==> src/rtl/bmu_pkg.sv <==
package bmu_pkg;

  typedef enum logic [1:0] {
    CLS_SHIFT = 2'd0,
    CLS_TEST  = 2'd1,
    CLS_CLEAR = 2'd2,
    CLS_SETB  = 2'd3
  } op_class_e;

  typedef enum logic [2:0] {
    SK_ROL_C = 3'd0,
    SK_ROR_C = 3'd1,
    SK_ROL_T = 3'd2,
    SK_ROR_T = 3'd3,
    SK_SHL_Z = 3'd4,
    SK_SHR_A = 3'd5,
    SK_SWAP  = 3'd6,
    SK_SHR_L = 3'd7
  } shift_kind_e;

  typedef struct packed {
    logic z;
    logic n;
    logic h;
    logic c;
  } flags_t;

  localparam logic [2:0] MEM_IDX = 3'd6;

endpackage

==> src/rtl/bmu_decode.sv <==
module bmu_decode
  import bmu_pkg::*;
(
  input  logic [7:0]  op_byte,
  output op_class_e   cls,
  output logic [2:0]  sel,
  output logic [2:0]  idx
);

  always_comb begin
    cls = op_class_e'(op_byte[7:6]);
    sel = op_byte[5:3];
    idx = op_byte[2:0];
  end

endmodule

==> src/rtl/bmu_shifter.sv <==
module bmu_shifter
  import bmu_pkg::*;
#(
  parameter int W = 8
) (
  input  logic [W-1:0] din,
  input  shift_kind_e  kind,
  input  logic         cin,
  output logic [W-1:0] dout,
  output logic         cout
);

  localparam int HALF = W / 2;

  always_comb begin
    dout = din;
    cout = 1'b0;
    unique case (kind)
      SK_ROL_C: begin dout = {din[W-2:0], din[W-1]}; cout = din[W-1]; end
      SK_ROR_C: begin dout = {din[0], din[W-1:1]};   cout = din[0];   end
      SK_ROL_T: begin dout = {din[W-2:0], cin};      cout = din[W-1]; end
      SK_ROR_T: begin dout = {cin, din[W-1:1]};      cout = din[0];   end
      SK_SHL_Z: begin dout = {din[W-2:0], 1'b0};     cout = din[W-1]; end
      SK_SHR_A: begin dout = {din[W-1], din[W-1:1]}; cout = din[0];   end
      SK_SWAP:  begin dout = {din[HALF-1:0], din[W-1:HALF]}; cout = 1'b0; end
      default:  begin dout = {1'b0, din[W-1:1]};     cout = din[0];   end
    endcase
  end

  // swap never produces a carry
  always_comb begin
    if (kind == SK_SWAP)
      p_swap_no_carry_r5: assert (cout == 1'b0) else $error("swap carry set");
  end

  // arithmetic right shift keeps the top bit
  always_comb begin
    if (kind == SK_SHR_A)
      p_sra_keeps_msb_r4: assert (dout[W-1] == din[W-1]) else $error("sra msb lost");
  end

endmodule

==> src/rtl/bmu_bitops.sv <==
module bmu_bitops #(
  parameter int W = 8
) (
  input  logic [W-1:0]         din,
  input  logic [$clog2(W)-1:0] bit_no,
  output logic [W-1:0]         cleared,
  output logic [W-1:0]         setv,
  output logic                 tbit
);

  localparam int IDX_W = $clog2(W);

  logic [W-1:0] mask;

  for (genvar g = 0; g < W; g++) begin : g_mask
    assign mask[g] = (bit_no == IDX_W'(g));
  end

  always_comb begin
    cleared = din & ~mask;
    setv    = din | mask;
    tbit    = |(din & mask);
  end

  // clear and set touch at most one bit
  always_comb begin
    p_single_bit_change_r7: assert ($countones(cleared ^ setv) == 1)
      else $error("bit op changed more than one bit");
  end

endmodule

==> src/rtl/bmu_core.sv <==
module bmu_core
  import bmu_pkg::*;
#(
  parameter int W = 8
) (
  input  logic [7:0]   op_byte,
  input  logic [W-1:0] operand,
  input  logic [3:0]   flags_in,
  input  logic         acc_form,
  output logic [W-1:0] result,
  output logic [3:0]   flags_out,
  output logic [2:0]   reg_idx,
  output logic         reg_wr,
  output logic         mem_wr
);

  localparam int IDX_W = $clog2(W);

  op_class_e    cls;
  logic [2:0]   sel;
  logic [2:0]   idx;
  logic [W-1:0] sh_res;
  logic         sh_cout;
  logic [W-1:0] clr_res;
  logic [W-1:0] set_res;
  logic         tbit;
  flags_t       fin;
  flags_t       fnext;
  logic         wb;

  assign fin = flags_t'(flags_in);

  bmu_decode u_dec (
    .op_byte (op_byte),
    .cls     (cls),
    .sel     (sel),
    .idx     (idx)
  );

  bmu_shifter #(.W(W)) u_sh (
    .din  (operand),
    .kind (shift_kind_e'(sel)),
    .cin  (fin.c),
    .dout (sh_res),
    .cout (sh_cout)
  );

  bmu_bitops #(.W(W)) u_bit (
    .din     (operand),
    .bit_no  (sel[IDX_W-1:0]),
    .cleared (clr_res),
    .setv    (set_res),
    .tbit    (tbit)
  );

  always_comb begin
    result = operand;
    fnext  = fin;
    wb     = 1'b0;
    unique case (cls)
      CLS_SHIFT: begin
        result  = sh_res;
        fnext.z = (sh_res == '0) && !acc_form;
        fnext.n = 1'b0;
        fnext.h = 1'b0;
        fnext.c = sh_cout;
        wb      = 1'b1;
      end
      CLS_TEST: begin
        result  = operand;
        fnext.z = !tbit;
        fnext.n = 1'b0;
        fnext.h = 1'b1;
        wb      = 1'b0;
      end
      CLS_CLEAR: begin
        result = clr_res;
        wb     = 1'b1;
      end
      default: begin
        result = set_res;
        wb     = 1'b1;
      end
    endcase
  end

  always_comb begin
    flags_out = fnext;
    reg_idx   = idx;
    reg_wr    = wb && (idx != MEM_IDX);
    mem_wr    = wb && (idx == MEM_IDX);
  end

  // one writeback target at most
  always_comb begin
    p_one_target_r10: assert (!(reg_wr && mem_wr)) else $error("both strobes");
  end

  // a bit test writes nothing and keeps carry
  always_comb begin
    if (op_byte[7:6] == 2'd1) begin
      p_test_no_write_r6: assert (!reg_wr && !mem_wr) else $error("test wrote");
      p_test_keeps_c_r6:  assert (flags_out[0] == flags_in[0]) else $error("test changed C");
    end
  end

  // clear and set preserve flags
  always_comb begin
    if (op_byte[7] == 1'b1)
      p_bitop_flags_r7: assert (flags_out == flags_in) else $error("bit op changed flags");
  end

  // shift class clears N/H, accumulator form has Z low
  always_comb begin
    if (op_byte[7:6] == 2'd0) begin
      p_shift_nh_clear_r3: assert (flags_out[2:1] == 2'b00) else $error("N/H set");
      if (acc_form)
        p_acc_zero_low_r9: assert (flags_out[3] == 1'b0) else $error("Z set in acc form");
    end
  end

endmodule

==> config.mk <==
export PLATFORM = sky130hd
export DESIGN_NAME = bmu_core
export DESIGN_NICKNAME = d
export VERILOG_FILES = /design/src/rtl/bmu_pkg.sv /design/src/rtl/bmu_decode.sv /design/src/rtl/bmu_shifter.sv /design/src/rtl/bmu_bitops.sv /design/src/rtl/bmu_core.sv
export SDC_FILE = /design/constraint.sdc
export NUM_CORES = 1
export LEC_CHECK = 0
export BUFFER_PORTS_ARGS = -buffer_cell sky130_fd_sc_hd__buf_2
export CAP_MARGIN = 0
export CORE_MARGIN = 3
export CORE_UTILIZATION = 40
export DETAILED_ROUTE_END_ITERATION = 10
export PLACE_DENSITY = 0.82
export SYNTH_ARGS = -nofsm -noshare
export SYNTH_HDL_FRONTEND = slang
export SYNTH_SLANG_ARGS = --single-unit
==> constraint.sdc <==
create_clock -name vclk -period 1.8
set_input_delay 0.09 -clock vclk [all_inputs]
set_output_delay 0.09 -clock vclk [all_outputs]
set_load 0.05 [all_outputs]
==> Yosys cells after proc, flatten, opt, wreduce, memory -nomap -nowiden <==
Index checks and enable logic that the tools add are counted.
{ "totals": {"in_bits": 21, "n_memories": 0, "ramBits": 0, "romBits": 0, "latchBits": 0, "reg_bits": 0} }
{ "classes": {"n_lt_le_gt_ge": 0, "n_mux": 6, "multipliers": 0, "reduce_logical": 10, "n_eq_ne": 11, "add_sub_neg": 0, "div": 0, "bitwise": 4, "n_shift": 0} }
{ "op_table": {"columns": ["op", "count"], "rows": [
  ["case mux 8 bit (7 select lines)", 1],
  ["case mux 8 bit (3 select lines)", 1],
  ["AND 8 bit", 2],
  ["== test 3 bit (second input constant)", 5],
  ["zero test 8 bit", 1],
  ["NOT 8 bit", 1],
  ["bitwise OR 8 bit", 1],
  ["OR reduction 8 bit", 1],
  ["== test 3 x 2 -> 1 bit (second input constant)", 2],
  ["case mux 3 bit (2 select lines)", 1],
  ["== test 3 x 1 -> 1 bit (second input constant)", 1],
  ["logical AND 1 bit", 3],
  ["zero test 3 bit", 1],
  ["inequality test 3 bit (second input constant)", 1],
  ["OR reduction 3 bit", 1],
  ["== test 2 x 1 -> 1 bit (second input constant)", 1],
  ["== test 2 bit (second input constant)", 1],
  ["zero test 1 bit", 2],
  ["zero test 2 bit", 1],
  ["2-to-1 mux 1 bit", 2],
  ["case mux 1 bit (2 select lines)", 1]
]} }

==> Logic depth before layout (Yosys ltp) <==
Gate-level depths: netlist of run 1.
{ "depth": {"ltp_word": 5, "ltp_mapped": 7, "ltp_nobuf": 4} }

==> Cells and area by module <==
Synthesis of run 1 repeated with hierarchy kept, for this count alone.
{ "hier_totals": {"cells_unflattened": 102, "area_unflattened_um2": 817.0} }
{ "by_module_without_submodules": {"columns": ["module", "seq_area_each_um2", "instances", "area_each_um2", "cells_per_inst"], "rows": [
  ["bmu_core", 0.0, 1, 292.8, 27],
  ["bmu_bitops", 0.0, 1, 241.5, 31],
  ["bmu_shifter", 0.0, 1, 222.7, 36],
  ["bmu_decode", 0.0, 1, 60.1, 8]
]} }

==> Worst setup path before layout of run 1 <==
OpenSTA, ideal clock, no wires.
{ "synth_timing": {"path_type": "input port to output port", "from": "input port operand[7]", "to": "output port flags_out[3]", "arrival_time_ns": 2.039, "cell_stages": 5, "slack_ns": -0.329, "n_path_buf": 1, "t_required_ns": 1.710, "cell_sequence": "buf_2 and3_1 nor4_2 o2111ai_1 o31ai_1"} }
{ "synth_via": {"elab_chain_len": 4, "word_cells_on_any_way": 7, "cone_classes": "mux: 2; bitwise: 1; reduce/logical: 4"} }
{ "synth_rtl": {"columns": ["element", "line", "rtl"], "rows": [
  ["start: declaration", "bmu_core.sv:7", "input logic [W-1:0] operand,"],
  ["case mux 8 bit (7 select lines) / AND 8 bit (equally long branches)", "bmu_shifter.sv:18, bmu_bitops.sv:22", null],
  ["zero test 8 bit / OR reduction 8 bit (equally long branches)", "bmu_core.sv:63, bmu_bitops.sv:22", null],
  ["logical AND 1 bit / zero test 1 bit (equally long branches)", "bmu_core.sv:63, bmu_core.sv:71", null],
  ["case mux 3 bit (2 select lines) (*)", "bmu_core.sv:60", "unique case (cls)"],
  ["end: declaration", "bmu_core.sv:11", "output logic [3:0] flags_out,"]
]} }
Every way passes the cells marked *; elsewhere a longest branch is shown, timed or not.

==> Worst setup path in the final report of run 1 <==
{ "layout_timing": {"from": "input port op_byte[5]", "to": "output port flags_out[3]"} }
{ "layout_via": {"elab_chain_len": 5, "word_cells_on_any_way": 15, "cone_classes": "eq/ne: 7; mux: 2; bitwise: 1; reduce/logical: 5"} }
{ "layout_rtl": {"columns": ["element", "line", "rtl"], "rows": [
  ["start: declaration", "bmu_core.sv:6", "input logic [7:0] op_byte,"],
  ["== test 3 bit (tied with other cells)", "bmu_shifter.sv:18, bmu_bitops.sv:16", null],
  ["case mux 8 bit (7 select lines) / AND 8 bit (equally long branches)", "bmu_shifter.sv:18, bmu_bitops.sv:22", null],
  ["zero test 8 bit / OR reduction 8 bit (equally long branches)", "bmu_core.sv:63, bmu_bitops.sv:22", null],
  ["logical AND 1 bit / zero test 1 bit (equally long branches)", "bmu_core.sv:63, bmu_core.sv:71", null],
  ["case mux 3 bit (2 select lines) (*)", "bmu_core.sv:60", null]
]} }
Marked as above.

==> out/results.tsv, run 1 <==
metric	value	unit
layout_commonest_cell	buf_2	
drc	0	
finalSetupViolCount	0	
initialDrtViolationCount	39	
antenna_found_initial	0	
required	1.71	ns
report.power.total	0.3594	mW
min_path_cells	2	
dp.cells	174	
ys_warn_count	0	
grt_usage	0.2112	
final_core_util	0.5435	
maxSlewViolCount	0	
p_leak	0.4497	nW
io_buffers	38	
grt_max_degree	24	
wl_per_cell	15.71	um
die_h	51.44	um
crit_chain	buf_2 -> mux2_4 -> a221oi_2 -> a21oi_1 -> o31ai_2 -> buf_2	
synth_cell_type_count	47	
slowest_delay	0.35	ns
end_kind	output pin	
rsz0062_at_grt	false	
layout-drive-gt1-share	0.3960	
placementRows	15	
min_period	1.725	ns
wl	2734	um
synth_cells	120	
worstPathMaxFanout	23	
nets	172	
syn_nets	141	
path_class	primary input to output pin	
core_area	1839	um2
seq_area	0	um2
status	finished clean	
worst_slew_pin_slew	0.4155	ns
overflow	0	
dieArea	2646	um2
final_cells	174	
die_x	51.44	um
crit_family	buffers and inverters	
start_util	0.4490	
grt_pass1_wl	4498	um
startpoint_type	primary input	
first_pass_iters	4	
yosysSeqAreaShare	0	
powerDensity	359.5	nW/um2
clkbuf_count	0	
min_from	op_byte[1]	
syn_avg_cell_area	6.882	um2
syn_area	825.8	um2
timing.final.ws_setup	0.07473	ns
area_growth	21.06	%
viasPerCell	6.247	
hold_viol_final	0	
via_count	1087	
seq_cell_count	0	
hpwl	2042	um
holdCritPathClass	primary input to output pin	
arrival	1.64	ns
final_cell_mix	buf_2 (37), nand2_1 (13), o21ai_0 (9)	
vdd_ir_drop_max	0.1432	mV
timing.hold.ws	0.4817	ns
max_cap_viol_count	0	
critPathBufInv	2	
crit_start	op_byte[5]	
setup-tns-final	0	ns
period_share	0.9585	
clock.fmax	579.6	MHz
final_antenna_net_count	0	
finish.instance_area	999.7	um2
nFillCells	210	
slowest_stage	mux2_4	
dpl_cell_area	997.2	um2
diodes	0	
hold-path-endpoint	reg_idx[1]	
post_cts_buffers	0	
place_ws	0.07879	ns
num_io_pins	38	
maxSlewHeadroom	0.7220	
gp_congestion	0.8960	
grt_pass1_vias	945	
cpMostUsedCell	buf_2	
-- cells by family after synthesis --
| family | after synthesis | share of synthesized area |
|---|---|---|
| mux | 5 | 0.06818 |
| simple gates | 46 | 0.3152 |
| buf+inv | 19 | 0.1500 |
| compound gates | 50 | 0.4667 |
-- repair_timing --
action | in CTS | in global routing
endpoints found under the setup margin | 0 | 1
resized for setup | 0 | 1
hold buffers | 0 | 0
-- per-layer routing --
metal | GRT usage | up-vias | share of wire
li1 | - | 522 | -
met1 | 0.2847 | 524 | 0.43
met2 | 0.3814 | 39 | 0.52
met3 | 0.002915 | 2 | 0.049
met4 | 0.02620 | 0 | 0.0062
met5 | 0 | - | 0
-- cell usage after synthesis, types with 2 or more instances --
| cell type | n | area share |
|---|---|---|
| a211oi_1 | 2 | 0.018 |
| nand3_1 | 2 | 0.012 |
| buf_6 | 4 | 0.055 |
| and2_1 | 2 | 0.015 |
| o211ai_1 | 6 | 0.055 |
| a32oi_1 | 3 | 0.032 |
| buf_2 | 6 | 0.036 |
| nor2_1 | 8 | 0.036 |
| a21oi_1 | 3 | 0.018 |
| inv_1 | 3 | 0.014 |
| nand2_1 | 13 | 0.059 |
| o31ai_1 | 2 | 0.018 |
| a31oi_1 | 3 | 0.023 |
| and3_1 | 2 | 0.015 |
| a31o_2 | 3 | 0.032 |
| nand2b_1 | 3 | 0.023 |
| buf_4 | 4 | 0.036 |
| clkbuf_1 | 2 | 0.0091 |
| and3b_1 | 4 | 0.042 |
| mux2i_1 | 3 | 0.036 |
| nand4bb_1 | 2 | 0.027 |
| o21ai_0 | 10 | 0.061 |
| a221o_1 | 2 | 0.024 |
| nor2b_1 | 3 | 0.023 |
| nor3_1 | 3 | 0.018 |
-- worst max-delay path by stage --
| stage | to | slack, ns | depth (start not counted) |
|---|---|---|---|
| 3_5_place_dp | flags_out[3] | 0.08 | 6 |
| 4_1_cts | flags_out[3] | 0.07 | 6 |
| 2_1_floorplan | flags_out[0] | 0.004 | 5 |
| 6_report | flags_out[3] | 0.07 | 6 |
| 5_1_grt | flags_out[3] | 0.0007 | 6 |
| 3_3_place_gp | flags_out[3] | 0.16 | 6 |
-- layout make-up --
class,count,area (um2),share of cell area
Inverter,3,11.26,0.01126
Multi-Input combinational cell,101,711.9,0.7121
Tap cell,25,31.28,0.03129
Timing Repair Buffer,45,245.2,0.2453
-- power breakdown --
group	internal (mW)	switching, mW	total (mW)	leakage (nW)
registers	0	0	0	0
clock network	0	0	0	0
logic	0.114	0.246	0.359	0.450
Power figures use the tool's default switching activity.
==> run 2, diff against run 1 <==
- PLACE_DENSITY: 0.82 -> 0.85
- clock period: 1.8 -> 1.5 ns (I/O delays scaled with it)
==> run 2 against run 1 <==
Critical path depth grew 1; combinational power grew 44%; via count grew 13%; hold slack lost 0.030 ns; sequential share of layout area is the same.
==> out/results.tsv, run 2 (synthesis gave the netlist of run 1 again) <==
metric	value	unit	change
grt_usage	0.2575		+0.04633
area_growth	48.33	%	
first_pass_iters	4		unchanged
die_x	51.44	um	unchanged
startpoint_type	primary input		
maxSlewViolCount	0		unchanged
min_path_cells	2		unchanged
period_share	0.9672		
overflow	0		unchanged
dpl_cell_area	1180	um2	+18%
io_buffers	38		unchanged
wl_per_cell	17.69	um	+13%
path_class	primary input to output pin		
finalSetupViolCount	0		unchanged
gp_congestion	1.004		+12%
seq_cell_count	0		unchanged
layout-drive-gt1-share	0.5030		+0.1070
worst_slew_pin_slew	0.3410	ns	-0.07441 ns
max_cap_viol_count	0		unchanged
hold_viol_final	0		unchanged
p_leak	0.5643	nW	+25%
die_h	51.44	um	unchanged
num_io_pins	38		unchanged
status	finished clean		
grt_pass1_vias	1143		+21%
nets	192		+12%
post_cts_buffers	0		unchanged
final_antenna_net_count	0		unchanged
end_kind	output pin		
hpwl	2542	um	+24%
required	1.42	ns	-0.29 ns
clock.fmax	689.3	MHz	
diodes	0		unchanged
maxSlewHeadroom	0.7708		+0.04874
layout_commonest_cell	buf_2		
via_count	1228		+13%
grt_max_degree	19		-21%
initialDrtViolationCount	48		+23%
rsz0062_at_grt	true		
start_util	0.4490		unchanged
wl	3432	um	+26%
dieArea	2646	um2	unchanged
finish.instance_area	1225	um2	+23%
final_cell_mix	buf_2 (34), buf_4 (28), nand2_1 (12)		
viasPerCell	6.330		+1.3%
placementRows	15		unchanged
antenna_found_initial	0		unchanged
drc	0		unchanged
worstPathMaxFanout	7		-70%
holdCritPathClass	primary input to output pin		
timing.hold.ws	0.4521	ns	-0.02963 ns
seq_area	0	um2	unchanged
grt_pass1_wl	5347	um	+19%
hold_buffers	0		unchanged
vdd_ir_drop_max	0.2618	mV	+83%
powerDensity	421.0	nW/um2	+17%
min_period	1.451	ns	
arrival	1.38	ns	-0.26 ns
core_area	1839	um2	unchanged
clkbuf_count	0		unchanged
run 2: worst paths after layout:
check / from / to / slack, ns
hold / removal: op_byte[2] / reg_idx[2] / 0.45
setup / recovery: operand[7] / result[7] / 0.05
run 2: through the flow:
step           utilization  setup TNS, ns  total power [mW]  cells  worst slack, ns
2_1_floorplan            -        -0.1882            0.3341    120          -0.1882
3_3_place_gp        0.6415      -0.005583            0.4719    194        -0.005583
3_5_place_dp        0.6415        -0.1028            0.4869    194         -0.06582
4_1_cts             0.6429       -0.06231            0.4891    194         -0.02798
5_1_grt             0.6660              0            0.5447    194         0.007191
6_report            0.6660              0            0.5157    194          0.04925
run 2: routing by layer:
layer | track usage | wire [um]
met5 | 0 | 0
met4 | 0.07424 | 80
met3 | 0.01166 | 281
met2 | 0.4788 | 1722
met1 | 0.3142 | 1348
run 2: cell type report:
| type | instances | area [um2] |
|---|---|---|
| multi-input combinational | 101 | 759.5 |
| fill | 157 | 614.3 |
| timing repair buffer | 65 | 422.9 |
| tap | 25 | 31.28 |
| inverter | 3 | 11.26 |
run 2: worst max-delay path, stage by stage:
cell and delay, ns:
buf_2 0.11, buf_4 0.17, and3b_1 0.16, o21ai_1 0.15
o311ai_2 0.15, a221o_1 0.33, buf_2 0.22
run 2: what timing repair did:
action,CTS,global route
endpoints found under the setup margin,3,6
resized for setup,1,14
pin swaps,0,4
run 2: power by group:
part,switching (mW),total (mW),internal (mW)
clock network,0,0,0
logic,0.328,0.516,0.188
registers,0,0,0
==> run 3, diff against run 2 <==
- clock period: 1.5 -> 1.3 ns (I/O delays scaled with it)
==> run 3 against run 2 <==
The run now ends with setup timing left; first-iteration DRC count rose by 90%; total power rose by 58%; combinational power rose by 58%; count of clock-buffer cells in the layout did not move; via count rose by 23%; hold slack got worse by 0.012 ns; cell count rose by 14%; critical path type unchanged; highest routed layer unchanged.
==> out/results.tsv, run 3 (synthesis gave the netlist of run 1 again) <==
metric	value	unit	change
status	finished, violations left		
failed_checks	setup timing		
crit_chain	buf_2 -> or2_2 -> nor3_2 -> o2111ai_2 -> o31ai_4 -> buf_6		
final_cell_mix	buf_4 (52), buf_2 (25), nand2_1 (13)		
max_cap_viol_count	0		unchanged
slowest_delay	0.34	ns	about the same
slowest_stage	or2_2		
io_buffers	38		unchanged
antenna_found_initial	0		unchanged
seq_cell_count	0		unchanged
grt_pass1_vias	1509		+32%
seq_area	0	um2	unchanged
die_h	51.44	um	unchanged
timing.hold.ws	0.4397	ns	-0.01241 ns
startpoint_type	primary input		
powerDensity	477.4	nW/um2	+13%
min_period	1.365	ns	
first_pass_iters	5		+1
hold-path-endpoint	reg_idx[1]		
path_class	primary input to output pin		
min_path_cells	2		unchanged
end_kind	output pin		
gp_congestion	0.8889		-11%
worstPathMaxFanout	2		-5
wl_per_cell	23.82	um	+35%
finalSetupViolCount	5		+5
maxSlewHeadroom	0.7352		-0.03553
viasPerCell	6.824		+7.8%
final_antenna_net_count	0		unchanged
diodes	0		unchanged
num_io_pins	38		unchanged
required	1.24	ns	-0.18 ns
dieArea	2646	um2	unchanged
grt_pass1_wl	7562	um	+41%
core_area	1839	um2	unchanged
min_from	op_byte[1]		
timing.final.ws_setup	-0.06536	ns	-0.1146 ns
via_count	1515		+23%
layout-drive-gt1-share	0.6548		+0.1519
clock.fmax	732.4	MHz	
clkbuf_count	0		unchanged
nFillCells	66		-58%
hpwl	2712	um	+6.7%
overflow	0		unchanged
grt_usage	0.3797		+0.1221
nets	220		+15%
p_leak	0.7826	nW	+39%
wl	5289	um	+54%
arrival	1.30	ns	-0.08 ns
die_x	51.44	um	unchanged
vdd_ir_drop_max	0.3956	mV	+51%
holdCritPathClass	primary input to output pin		
drc	0		unchanged
maxSlewViolCount	0		unchanged
initialDrtViolationCount	91		+90%
worst_slew_pin_slew	0.3922	ns	+0.05116 ns
grt_max_degree	17		-2
dpl_cell_area	1339	um2	+13%
period_share	1.050		
placementRows	15		unchanged
finish.instance_area	1703	um2	+39%
layout_commonest_cell	buf_4		
area_growth	106.2	%	
hold_viol_final	0		unchanged
crit_start	op_byte[6]		
start_util	0.4490		unchanged
rsz0062_at_grt	true		
-- run 3: final cells by class --
cell class                      count  area (um2)  share of cell area
Timing Repair Buffer               93       757.0              0.4445
Tap cell                           25       31.28             0.01837
Multi-Input combinational cell    101       903.4              0.5305
Inverter                            3       11.26            0.006613
-- run 3: through the flow --
step	instances	setup WS (ns)	util	TNS (ns)	power (mW)
2_1_floorplan	120	-0.1413	-	-0.4285	0.4061
5_1_grt	222	-0.1682	0.9259	-0.5568	0.8388
4_1_cts	219	-0.05072	0.8408	-0.1125	0.6994
3_5_place_dp	213	-0.2672	0.7279	-1.240	0.6133
6_report	222	-0.06536	0.9259	-0.1615	0.8130
3_3_place_gp	213	-0.2308	0.7279	-0.9438	0.5972
-- run 3: what timing repair did --
| item | 4_1_cts | 5_1_grt |
|---|---|---|
| hold buffers | 0 | 0 |
| gates cloned | 1 | 1 |
| gates resized for setup | 31 | 25 |
| buffers inserted | 5 | 3 |
| pin swaps | 7 | 17 |
| setup endpoints to repair | 9 | 9 |
-- run 3: worst max-delay path, delay by kind of cell --
family	cells	cell delay, ns
and+or+nand+nor	2	0.51
AOI/OAI and AO/OA	2	0.41
buffers and inverters	2	0.31
-- run 3: worst max-delay path by stage --
stage | endpoint | slack, ns | depth (start not counted)
3_5_place_dp | flags_out[3] | -0.27 | 6
4_1_cts | flags_out[3] | -0.05 | 6
5_1_grt | result[0] | -0.17 | 7
2_1_floorplan | flags_out[3] | -0.14 | 6
6_report | flags_out[3] | -0.07 | 6
3_3_place_gp | flags_out[3] | -0.23 | 6
-- run 3: report_power, final --
part | total (mW) | switching (mW) | internal (mW)
sequential | 0 | 0 | 0
clock | 0 | 0 | 0
combinational | 0.813 | 0.466 | 0.347
-- run 3: routing by layer --
layer	track usage	up-vias	share of wire	wire length, um
met2	0.6504	154	0.45	2393
met4	0.2445	0	0.092	487
met3	0.06706	55	0.11	571
met1	0.4253	681	0.35	1837
li1	-	625	-	-
met5	0	-	0	0
